## config.mk

```make
export PLATFORM = sky130hd
export DESIGN_NAME = skip_bht
export DESIGN_NICKNAME = d
export VERILOG_FILES = /design/src/rtl/skip_bht_pkg.sv /design/src/rtl/skip_bht_index.sv /design/src/rtl/skip_bht_slot.sv /design/src/rtl/skip_bht_misscnt.sv /design/src/rtl/skip_bht.sv
export SDC_FILE = /design/constraint.sdc
export NUM_CORES = 1
export LEC_CHECK = 0
export CAP_MARGIN = 20
export CORE_MARGIN = 1.5
export CORE_UTILIZATION = 30
export CTS_CLUSTER_DIAMETER = 100
export CTS_CLUSTER_SIZE = 14
export DETAILED_ROUTE_END_ITERATION = 16
export GPL_ROUTABILITY_DRIVEN = 0
export HOLD_SLACK_MARGIN = 0.05
export PLACE_DENSITY = 0.7
export SKIP_LAST_GASP = 1
export SLEW_MARGIN = 5
export SYNTH_ARGS = -nofsm -noshare
export SYNTH_HDL_FRONTEND = slang
export SYNTH_HIERARCHICAL = 1
export SYNTH_SLANG_ARGS = --single-unit
export TNS_END_PERCENT = 10
```

## constraint.sdc

```tcl
create_clock -name clk -period 6.1 [get_ports clk]
set_input_delay 0.915 -clock clk [delete_from_list [all_inputs] [get_ports clk]]
set_output_delay 0.915 -clock clk [all_outputs]
set_load 0.01 [all_outputs]
```

## src/rtl/skip_bht_pkg.sv

```systemverilog
package skip_bht_pkg;

  typedef enum logic [1:0] {
    ST_NT_HARD = 2'b00,
    ST_NT_SOFT = 2'b01,
    ST_T_SOFT  = 2'b10,
    ST_T_HARD  = 2'b11
  } bht_state_t;

  // Direction guessed by a state: upper half of the encoding means taken.
  function automatic logic state_predicts(input bht_state_t s);
    return (s == ST_T_SOFT) || (s == ST_T_HARD);
  endfunction

  // Skip-style transition: weak not-taken leaps to strong taken,
  // weak taken collapses to strong not-taken.
  function automatic bht_state_t state_next(input bht_state_t s, input logic taken);
    bht_state_t n;
    unique case (s)
      ST_NT_HARD: n = taken ? ST_NT_SOFT : ST_NT_HARD;
      ST_NT_SOFT: n = taken ? ST_T_HARD  : ST_NT_HARD;
      ST_T_SOFT:  n = taken ? ST_T_HARD  : ST_NT_HARD;
      ST_T_HARD:  n = taken ? ST_T_HARD  : ST_T_SOFT;
      default:    n = ST_NT_HARD;
    endcase
    return n;
  endfunction

  // An outcome is a miss when it disagrees with the guess of the old state.
  function automatic logic is_miss(input bht_state_t s, input logic taken);
    return state_predicts(s) != taken;
  endfunction

endpackage

```

## src/rtl/skip_bht_index.sv

```systemverilog
module skip_bht_index #(
  parameter int ADDR_W     = 32,
  parameter int ALIGN_BITS = 2,
  parameter int IDX_W      = 2
) (
  input  logic [ADDR_W-1:0] pc,
  output logic [IDX_W-1:0]  idx
);
  localparam int LSB = ALIGN_BITS;
  localparam int MSB = ALIGN_BITS + IDX_W - 1;

  assign idx = pc[MSB:LSB];

  // Bits outside the index window are deliberately unused.
  logic unused_bits;
  assign unused_bits = ^{pc[ADDR_W-1:MSB+1], pc[LSB-1:0]};
endmodule

```

## src/rtl/skip_bht_slot.sv

```systemverilog
module skip_bht_slot
  import skip_bht_pkg::*;
(
  input  logic       clk,
  input  logic       rst_n,
  input  logic       we,
  input  logic       taken,
  output bht_state_t state
);
  bht_state_t state_q;

  always_ff @(posedge clk or negedge rst_n) begin
    if (!rst_n)  state_q <= ST_NT_HARD;
    else if (we) state_q <= state_next(state_q, taken);
  end

  assign state = state_q;
endmodule

```

## src/rtl/skip_bht_misscnt.sv

```systemverilog
module skip_bht_misscnt #(
  parameter int MISS_W = 16
) (
  input  logic              clk,
  input  logic              rst_n,
  input  logic              bump,
  output logic [MISS_W-1:0] count
);
  logic [MISS_W-1:0] cnt_q;

  always_ff @(posedge clk or negedge rst_n) begin
    if (!rst_n)    cnt_q <= '0;
    else if (bump) cnt_q <= cnt_q + MISS_W'(1);
  end

  assign count = cnt_q;
endmodule

```

## src/rtl/skip_bht.sv

```systemverilog
module skip_bht
  import skip_bht_pkg::*;
#(
  parameter int ADDR_W     = 32,
  parameter int ALIGN_BITS = 2,
  parameter int NUM_SLOTS  = 4,
  parameter int MISS_W     = 16
) (
  input  logic              clk,
  input  logic              rst_n,
  input  logic [ADDR_W-1:0] lk_pc,
  output logic              lk_taken,
  input  logic              up_valid,
  input  logic [ADDR_W-1:0] up_pc,
  input  logic              up_taken,
  output logic [MISS_W-1:0] miss_count
);
  localparam int IDX_W = (NUM_SLOTS > 1) ? $clog2(NUM_SLOTS) : 1;
  localparam int VEC_W = NUM_SLOTS * 2;

  logic [IDX_W-1:0] lk_idx;
  logic [IDX_W-1:0] upd_idx;
  bht_state_t       slot_st [NUM_SLOTS];
  logic [VEC_W-1:0] slot_vec;   // flattened state view for the checker
  bht_state_t       lk_state;
  bht_state_t       upd_old;
  logic             upd_fire;
  logic             upd_miss;

  skip_bht_index #(.ADDR_W(ADDR_W), .ALIGN_BITS(ALIGN_BITS), .IDX_W(IDX_W))
    u_lk_index (.pc(lk_pc), .idx(lk_idx));

  skip_bht_index #(.ADDR_W(ADDR_W), .ALIGN_BITS(ALIGN_BITS), .IDX_W(IDX_W))
    u_up_index (.pc(up_pc), .idx(upd_idx));

  generate
    for (genvar g = 0; g < NUM_SLOTS; g++) begin : g_slot
      logic we;
      assign we = up_valid && (upd_idx == IDX_W'(g));
      skip_bht_slot u_slot (
        .clk   (clk),
        .rst_n (rst_n),
        .we    (we),
        .taken (up_taken),
        .state (slot_st[g])
      );
      assign slot_vec[g*2 +: 2] = slot_st[g];
    end
  endgenerate

  // Lookup and update both read the registered state, so a same-cycle
  // update to the looked-up slot is not seen until the next cycle.
  assign lk_state = slot_st[lk_idx];
  assign upd_old  = slot_st[upd_idx];
  assign lk_taken = state_predicts(lk_state);
  assign upd_fire = up_valid;
  assign upd_miss = upd_fire && is_miss(upd_old, up_taken);

  skip_bht_misscnt #(.MISS_W(MISS_W)) u_miss (
    .clk   (clk),
    .rst_n (rst_n),
    .bump  (upd_miss),
    .count (miss_count)
  );
endmodule

```

=== Word-level counts from Yosys, hierarchy flattened ===
Index checks and enable logic that the tools add are counted.

* Register bits after elaboration: 24
* Bits of input ports: 68
* Output and inout bits: 17
* Word-level logic and storage cells: 59

* Add/subtract/negate cells: 1
* $lt $le $gt $ge: 2
* Equality and inequality tests: 20
* Multiplexer cells: 13
* Bitwise logic cells: 2
* Reduce and logical (&&, ||, !) cells: 16

{| class="wikitable"
|+ Operator list
! operator !! count
|-
| $eq A2 B2 Y1 const B || 14
|-
| $pmux W2 S3 || 4
|-
| $add A16 B1 Y16 const B || 1
|-
| $eq A2 B1 Y1 const B || 5
|-
| $logic_not A2 Y1 || 5
|-
| $mux W2 || 5
|-
| $bmux W2 S2 || 2
|-
| $reduce_or A2 Y1 || 4
|-
| $ge A3 B3 Y1 const B || 2
|-
| $not A2 Y3 || 2
|-
| $logic_and A1 B1 Y1 || 5
|-
| $logic_or A1 B1 Y1 || 2
|-
| $mux W1 || 2
|-
| $ne A1 B1 Y1 || 1
|}

=== Longest topological paths before layout ===
Gate-level depths: netlist of run 1.

* Depth in word-level cells: 8
* Mapped depth: 8
* Depth with buffers taken out: 7

=== Hierarchy ===
The synthesis of run 1 kept the hierarchy.

{| class="wikitable"
|+ By module, submodules not included
! module !! instances !! cells each !! area an instance (µm²) !! seq. area each (µm²)
|-
| skip_bht_misscnt || 1 || 56 || 695.7 || 400.4
|-
| skip_bht_slot || 4 || 11 || 108.9 || 50.0
|-
| skip_bht || 1 || 9 || 92.6 || 0.0
|-
| skip_bht_index || 2 || 2 || 15.0 || 0.0
|}

=== Least setup slack after synthesis of run 1 ===
Ideal clock, no wire load.

* Path kind: input -> register
* Start: input up_pc[2]
* End: register u_miss.cnt_q[12] (netlist: u_miss/count[12])
* Library setup time: 0.079 ns
* Arrival time: 2.636 ns
* Data required time: 6.021 ns
* Setup slack: 3.384 ns
* Cell stages on the path: 8
* Buffers on the path: 1
* Cells stage by stage: buf_4 -> mux4_2 -> xor2_1 -> and2_1 -> nand4_4 -> nor3_2 -> and4_1 -> xor2_1

* Cells in the longest elaborated chain, start to end: 8
* Elaborated cells between the ends (all ways): 9
* Those cells by class: eq/ne (3); mux (3); bitwise (1); reduce/logical (2)

{| class="wikitable"
|+ RTL lines
! what !! RTL line !! source
|-
| start: declaration || skip_bht.sv:14 || <nowiki>input logic [ADDR_W-1:0] up_pc,</nowiki>
|-
| $not A2 Y3 (implied by the code) (*) || skip_bht.sv:54 || <nowiki>assign upd_old = slot_st[upd_idx];</nowiki>
|-
| $bmux W2 S2 (*) || skip_bht.sv:54 ||
|-
| $mux W2 (implied by the code) (*) (2 in a row) || skip_bht.sv:54 ||
|-
| $eq A2 B2 Y1 || skip_bht_pkg.sv:12 || <nowiki>return (s == ST_T_SOFT) || (s == ST_T_HARD);</nowiki>
|-
| $logic_or A1 B1 Y1 (*) || skip_bht_pkg.sv:12 ||
|-
| $ne A1 B1 Y1 (*) || skip_bht_pkg.sv:31 || <nowiki>return state_predicts(s) != taken;</nowiki>
|-
| $logic_and A1 B1 Y1 (*) || skip_bht.sv:57 || <nowiki>assign upd_miss = upd_fire && is_miss(upd_old, up_taken);</nowiki>
|-
| named net upd_miss || skip_bht.sv:28 || <nowiki>logic upd_miss;</nowiki>
|-
| end signal: assignment || skip_bht_misscnt.sv:13 || <nowiki>else if (bump) cnt_q <= cnt_q + MISS_W'(1);</nowiki>
|-
| end: declaration || skip_bht_misscnt.sv:9 || <nowiki>logic [MISS_W-1:0] cnt_q;</nowiki>
|}

The timed path passes the listed nets; every way through them passes the cells marked *. The select of a mux whose other input is x is not followed.
A chain may end at the register's enable or synchronous reset.

=== Final worst setup path of run 1 ===
* Start: input lk_pc[2]
* End: output lk_taken

* Cells in the longest elaborated chain, start to end: 6
* Elaborated cells between the ends (all ways): 7
* Those cells by class: eq/ne (2); mux (3); bitwise (1); reduce/logical (1)

{| class="wikitable"
|+ RTL lines
! what !! RTL line !! source
|-
| start: declaration || skip_bht.sv:11 || <nowiki>input logic [ADDR_W-1:0] lk_pc,</nowiki>
|-
| $not A2 Y3 (implied by the code) (*) || skip_bht.sv:53 || <nowiki>assign lk_state = slot_st[lk_idx];</nowiki>
|-
| $bmux W2 S2 (*) || skip_bht.sv:53 ||
|-
| $mux W2 (implied by the code) (*) (2 in a row) || skip_bht.sv:53 ||
|-
| $eq A2 B2 Y1 || skip_bht_pkg.sv:12 ||
|-
| $logic_or A1 B1 Y1 (*) || skip_bht_pkg.sv:12 ||
|-
| end: declaration || skip_bht.sv:12 || <nowiki>output logic lk_taken,</nowiki>
|}

Mark *: on every way between the ends. The rest lies on a longest branch, timed or not. The select of a mux whose other input is x is not followed.

==> impl_metrics.json, run 1 <==
{
  "n_fill_cell": 384,
  "htreeDepth": 1,
  "p_seq_share_pct": 50.0,
  "syn_inst": 113,
  "setup_viol_count_final": 0,
  "synth_nets": 190,
  "vias": 882,
  "power.density_mw_per_mm2": 295.3,
  "yosysUniqueCellTypes": 25,
  "worst_slack_ns": 2.782,
  "skew_ns": 0.001296,
  "dr_wl_met3_um": 84,
  "wl_met1_um": 966,
  "power.internal_w": 0.0003181,
  "core_mm2": 0.004000,
  "wl_per_cell_um": 12.55,
  "setup_tns_ns": 0,
  "cp-end-kind": "output pin",
  "cp_common_cell": "clkdlybuf4s50_1",
  "rsz0062_at_grt": "no",
  "syn_avg_cell_area_um2": 11.09,
  "die_w_um": 67.65,
  "min_path_type": "flip-flop to flip-flop",
  "power_leakage_nw": 0.6991,
  "arrival_ns": 2.40,
  "max_cap_viol_count": 0,
  "die-area_mm2": 0.004576,
  "clock-sinks": 24,
  "ios": 85,
  "slowest_stage": "mux4_2",
  "dp_hpwl_um": 1841,
  "cts_root_buffer": "clkbuf_8",
  "cts_setup_buffers": 0,
  "finalCriticalPeriod_ns": 3.318,
  "post-route-period-util_pct": 54.40,
  "grt_pass1_vias": 917,
  "worst_pin_slew_ns": 0.4169,
  "wl_um": 2347,
  "p_sw_w": 0.0001492,
  "ir_drop_mv": 0.1213,
  "antenna_cells": 0,
  "cts.clk_slew.worst_paths_ns": 0.07,
  "cts_tree": "built",
  "drtAntennaViolNets": 0,
  "crit_path_cell_trace": "clkdlybuf4s50_1, mux4_2, clkdlybuf4s50_1",
  "drive_gt1_share_pct": 8.029,
  "yosysWarnings": 6,
  "track_usage_pct": 11.91,
  "relSlewSlack_pct": 72.14,
  "areaGrowthSynthToFinish_pct": 26.25,
  "ys_ff_latch": 24,
  "ctsResizeCount": 0,
  "die_y_um": 67.65,
  "numCtsBuffers": 3,
  "drc_errors": 0,
  "grt_antenna_before_repair": 0,
  "wl_met2_um": 1296,
  "initial_utilization_pct": 31.34,
  "status": "completed",
  "worstSetupPathType": "input port to output pin",
  "nNetsFinal": 216,
  "pre_cts_ws_ns": 2.737,
  "worstPathRequired_ns": 5.18,
  "max_freq_mhz": 301.4,
  "synth_seq_area_share_pct": 47.90,
  "rows": 23,
  "grt-ovfl-total": 0,
  "highest_layer": "met3",
  "grt_pass1_wl_um": 4236,
  "power.share.clock_pct": 18.6,
  "maxSlewViolCount": 0,
  "drtIter0Drc": 27,
  "hold_viol": 0,
  "start_kind": "input port",
  "dr.pass1.iters": 4,
  "comb_power_share_pct": 31.4,
  "hold_buffers": 0,
  "port_buffers": 24,
  "p_sw_share_pct": 31.92,
  "viasPerCell": 4.717,
  "path_max_fanout": 1,
  "grt_max_degree": 25,
  "clockBufferDepth": 2,
  "syn_area_mm2": 0.001254,
  "clock_latency_ns": 0.25,
  "critPathMaxStageDelay_ns": 0.50
}
-- area by class of cell --
class                           instances  area [µm²]  share of cell area [%]
Sequential cell                        24       600.6                   37.94
Inverter                                9       33.78                   2.134
Clock buffer                            3       41.29                   2.609
Multi-Input combinational cell         76       589.3                   37.23
Tap cell                               50       62.56                   3.953
Timing Repair Buffer                   25       255.2                   16.13
-- stage by stage --
stage	total power (W)	std cells	utilization (%)	cell area [µm²]	hold WS, ns
2_1_floorplan	0.0003097	113	-	1254	0.5075
3_3_place_gp	0.0003714	183	38.16	1526	0.4605
3_5_place_dp	0.0003848	183	38.16	1526	0.4638
4_1_cts	0.0004753	186	39.19	1568	0.4770
5_1_grt	0.0005066	187	39.57	1583	0.4840
6_report	0.0004673	187	39.57	1583	0.4734
-- sequential cells by signal, summed over array words and instances (netlist names) --
register             flops
u_miss/count            16
g_slot.u_slot/state      8
-- metal layers --
metal | global-route usage, % | vias up
li1 | - | 430
met2 | 22.30 | 16
met3 | 1.500 | 0
met4 | 1.531 | 0
met5 | 0 | -
met1 | 14.82 | 436
-- worst max-delay path, delay by kind of cell --
kind	cells	cell delay (ns)
mux	1	0.50
buf+inv	2	0.99
-- path summary, 6_finish.rpt --
path                                                start                        end  slack, ns  cells past startpoint
worst max register to register  g_slot[3].u_slot/state[1]           u_miss/count[12]       3.82                      7
worst min-delay path                     u_miss/count[15]           u_miss/count[15]       0.47                      1
worst min register to register           u_miss/count[15]           u_miss/count[15]       0.47                      1
max in group asynchronous                           rst_n  g_slot[2].u_slot/state[0]       4.83                      2
worst max-delay path                             lk_pc[2]                   lk_taken       2.78                      3
min in group asynchronous                           rst_n  g_slot[1].u_slot/state[0]       0.87                      1
-- cell usage after synthesis --
library cell / count / area, µm²
buf_4: 4 / 30.03
nand2b_1: 4 / 25.02
and4_1: 1 / 8.760
inv_1: 9 / 33.78
mux2_1: 1 / 11.26
nand3_1: 5 / 25.02
nand4_1: 3 / 18.77
nand4_4: 1 / 21.27
ha_1: 9 / 112.6
and3_1: 1 / 6.260
o21ai_0: 4 / 20.02
and3_2: 1 / 7.510
nor3_2: 2 / 20.02
a21oi_1: 4 / 20.02
xor2_1: 7 / 61.31
and3b_2: 1 / 10.01
o22ai_1: 4 / 25.02
mux4_2: 2 / 45.04
nand2_1: 10 / 37.54
dfrtp_1: 24 / 600.6
nor3b_1: 1 / 7.510
nor2_1: 4 / 15.01
xnor2_1: 9 / 78.83
nor4_1: 1 / 6.260
and2_1: 1 / 6.260
-- cells by family (layout without fill, tap and decap cells) --
group	Yosys count	after routing	synth area share (%)
adder cells (fa/ha/maj)	9	9	8.982
XOR/XNOR	16	16	11.18
multiplexers	3	3	4.491
buffers and inverters	13	37	5.090
flip-flops	24	24	47.90
AO/OA/AOI/OAI	12	12	5.189
AND/OR/NAND/NOR	36	36	17.17
-- power by group through the flow --
stage                     Sequential (W)  Combinational, W  Clock [W]
after floorplan                 0.000236         0.0000735          0
after global placement          0.000233          0.000138          0
after detailed placement        0.000237          0.000148          0
after CTS                       0.000235          0.000148  0.0000924
after global routing            0.000241          0.000163   0.000102
final                           0.000234          0.000147  0.0000871
-- layout by cell type (no fill, tap or decap), types with 4 or more instances in the layout --
| master | netlist | final |
|---|---|---|
| ha_1 | 9 | 9 |
| nand3_1 | 5 | 5 |
| nor2_1 | 4 | 4 |
| xor2_1 | 7 | 7 |
| o21ai_0 | 4 | 4 |
| xnor2_1 | 9 | 9 |
| o22ai_1 | 4 | 4 |
| nand2_1 | 10 | 10 |
| dfrtp_1 | 24 | 24 |
| a21oi_1 | 4 | 4 |
| inv_1 | 9 | 9 |
| nand2b_1 | 4 | 4 |
| clkdlybuf4s50_1 | 0 | 24 |
No activity file was read; power rests on OpenSTA's default activity.
==> run 2: changes to the inputs <==
--- a/config.mk
+++ b/config.mk
@@ -13,7 +13,7 @@
 export DETAILED_ROUTE_END_ITERATION = 16
 export GPL_ROUTABILITY_DRIVEN = 0
 export HOLD_SLACK_MARGIN = 0.05
-export PLACE_DENSITY = 0.7
+export PLACE_DENSITY = 0.72
 export SKIP_LAST_GASP = 1
 export SLEW_MARGIN = 5
 export SYNTH_ARGS = -nofsm -noshare
==> constraint.sdc (replaced) <==
create_clock -name clk -period 2.9 [get_ports clk]
set_input_delay 0.435 -clock clk [delete_from_list [all_inputs] [get_ports clk]]
set_output_delay 0.435 -clock clk [all_outputs]
set_load 0.01 [all_outputs]
==> run 2 against run 1 <==
Against the previous run: sequential share of layout area fell by 0.88 points; clock-buffer cell count is the same; sequential power grew 110%; via count increased by 2.5%; final area grew 2.4%; hold slack improved by 0.0098 ns; utilization is 0.94 points higher; power grew 130%; non-clock buffer count up 2; clock power increased to 3.3 times the previous value; die area unchanged; critical path type is now input port to flip-flop; critical endpoint is now u_miss/count[12]; highest routed layer is now met4.
==> impl_metrics.json, run 2 (synthesized netlist as in run 1, its figures left out) <==
{
  "final_cell_mix": "dfrtp_1, clkdlybuf4s50_1, nand2_1",
  "htreeDepth": 1,
  "grt-ovfl-total": 0,
  "viasPerCell": 4.758,
  "port_buffers": 24,
  "worstSetupPathType": "input port to flip-flop",
  "drtAntennaViolNets": 0,
  "setup_tns_ns": 0,
  "hold_viol": 0,
  "drc_errors": 0,
  "grt_max_degree": 25,
  "arrival_ns": 2.70,
  "p_sw_w": 0.0003267,
  "dp_hpwl_um": 1850,
  "comb_power_share_pct": 28.4,
  "drive_gt1_share_pct": 10.00,
  "ios": 85,
  "maxSlewViolCount": 0,
  "post-route-period-util_pct": 86.65,
  "wl_um": 2329,
  "max_freq_mhz": 398.0,
  "min_from": "u_miss/count[15]",
  "rrSetupSlack_ns": 0.73,
  "grt_pass1_wl_um": 4105,
  "antenna_cells": 0,
  "areaGrowthSynthToFinish_pct": 29.24,
  "min_path_type": "flip-flop to flip-flop",
  "dr.pass1.iters": 4,
  "rr_endpoint": "u_miss/count[12]",
  "grt_antenna_before_repair": 0,
  "nNetsFinal": 218,
  "vias": 904,
  "start_kind": "input port",
  "skew_ns": 0.001954,
  "worstPathRequired_ns": 3.09,
  "die_w_um": 67.65,
  "hold_depth": 1,
  "rsz0062_at_grt": "no",
  "crit-reg2reg-launch": "g_slot[3].u_slot/state[1]",
  "die-area_mm2": 0.004576,
  "numCtsBuffers": 3,
  "cp-end-kind": "flip-flop",
  "status": "completed",
  "power_leakage_nw": 0.7206,
  "largest_register_ffs": 16,
  "finalCriticalPeriod_ns": 2.513,
  "fin_cells": 190,
  "n_fill_cell": 382,
  "initial_utilization_pct": 31.34,
  "drtIter0Drc": 13,
  "die_y_um": 67.65,
  "setup_viol_count_final": 0,
  "power.internal_w": 0.0007639,
  "relSlewSlack_pct": 69.29,
  "core_mm2": 0.004000,
  "p_seq_share_pct": 45.1,
  "r2r.worst_path.cells": 7,
  "cts_tree": "built",
  "p_sw_share_pct": 29.95,
  "worst_pin_slew_ns": 0.4597,
  "power.share.clock_pct": 26.5,
  "clockBufferDepth": 2,
  "cts_setup_buffers": 0,
  "clock-sinks": 24,
  "ir_drop_mv": 0.3227,
  "ctsResizeCount": 0,
  "dp.cells": 186,
  "holdPathEnd": "u_miss/count[15]",
  "grt_pass1_vias": 949,
  "path_max_fanout": 5,
  "wl_per_cell_um": 12.26,
  "cts.clk_slew.worst_paths_ns": 0.08,
  "clock_latency_ns": 0.26,
  "hold_buffers": 0,
  "rows": 23,
  "power.density_mw_per_mm2": 673.1,
  "track_usage_pct": 11.79,
  "cts_root_buffer": "clkbuf_8",
  "max_cap_viol_count": 0
}
## run 2: changes by cell type in the layout (fill, tap and decap cells not counted), sizes merged
cell,change
buf,+2
bufinv,+1
## run 2: routing by layer
layer	GRT usage [%]	up-vias	part of all wire, %
li1	-	434	-
met3	3.000	3	4.0
met4	1.531	0	0.34
met1	12.88	448	42
met5	0	-	0
met2	23.04	19	54
## run 2: critical path, cell delays in order
cell	delay, ns
clkdlybuf4s50_1	0.56
mux4_2	0.53
xor2_1	0.14
and2_1	0.21
nand4_4	0.15
nor3_2	0.28
and4_1	0.23
xor2_1	0.16
## run 2: cell type report
| type | instances | area, µm² | area share (%) |
|---|---|---|---|
| sequential | 24 | 600.6 | 37.07 |
| multi-input combinational | 76 | 589.3 | 36.37 |
| timing repair buffer | 27 | 262.8 | 16.22 |
| tap | 50 | 62.56 | 3.861 |
| clock buffer | 3 | 41.29 | 2.548 |
| inverter | 9 | 33.78 | 2.085 |
| clock inverter | 1 | 30.03 | 1.853 |
## run 2: worst max-delay path by stage
stage | from | to | slack, ns | cells after the start
after floorplan | up_pc[2] | u_miss/count[12] | 0.66 | 8
final | up_pc[2] | u_miss/count[12] | 0.39 | 8
after detailed placement | up_pc[2] | u_miss/count[12] | 0.10 | 8
after CTS | up_pc[2] | u_miss/count[12] | 0.37 | 8
after global routing | up_pc[2] | u_miss/count[12] | 0.23 | 8
after global placement | up_pc[2] | u_miss/count[12] | 0.16 | 8
## run 2: per-stage QoR
| stage | util [%] | setup WS (ns) | instance area, µm² | total power (W) | hold slack, ns |
|---|---|---|---|---|---|
| after global placement | 38.72 | 0.1560 | 1549 | 0.0007881 | 0.4612 |
| after CTS | 40.51 | 0.3725 | 1620 | 0.001105 | 0.4873 |
| after global routing | 40.51 | 0.2284 | 1620 | 0.001162 | 0.5033 |
| after floorplan | - | 0.6644 | 1254 | 0.0006515 | 0.1394 |
| final | 40.51 | 0.3873 | 1620 | 0.001091 | 0.4831 |
| after detailed placement | 38.72 | 0.1010 | 1549 | 0.0008131 | 0.4732 |
## run 2: power by group through the flow
stage,Combinational (W),Clock [W],Sequential [W]
after floorplan,0.000155,0,0.000497
after global placement,0.000297,0,0.000492
after detailed placement,0.000313,0,0.000500
after CTS,0.000316,0.000297,0.000493
after global routing,0.000340,0.000314,0.000508
final,0.000309,0.000289,0.000492
==> run 3: changes to the inputs <==
--- a/config.mk
+++ b/config.mk
@@ -15,7 +15,6 @@
 export HOLD_SLACK_MARGIN = 0.05
 export PLACE_DENSITY = 0.72
 export SKIP_LAST_GASP = 1
-export SLEW_MARGIN = 5
 export SYNTH_ARGS = -nofsm -noshare
 export SYNTH_HDL_FRONTEND = slang
 export SYNTH_HIERARCHICAL = 1
==> results of run 3 <==
Same layout as run 2: the final DEF is identical, and so are final timing and power.
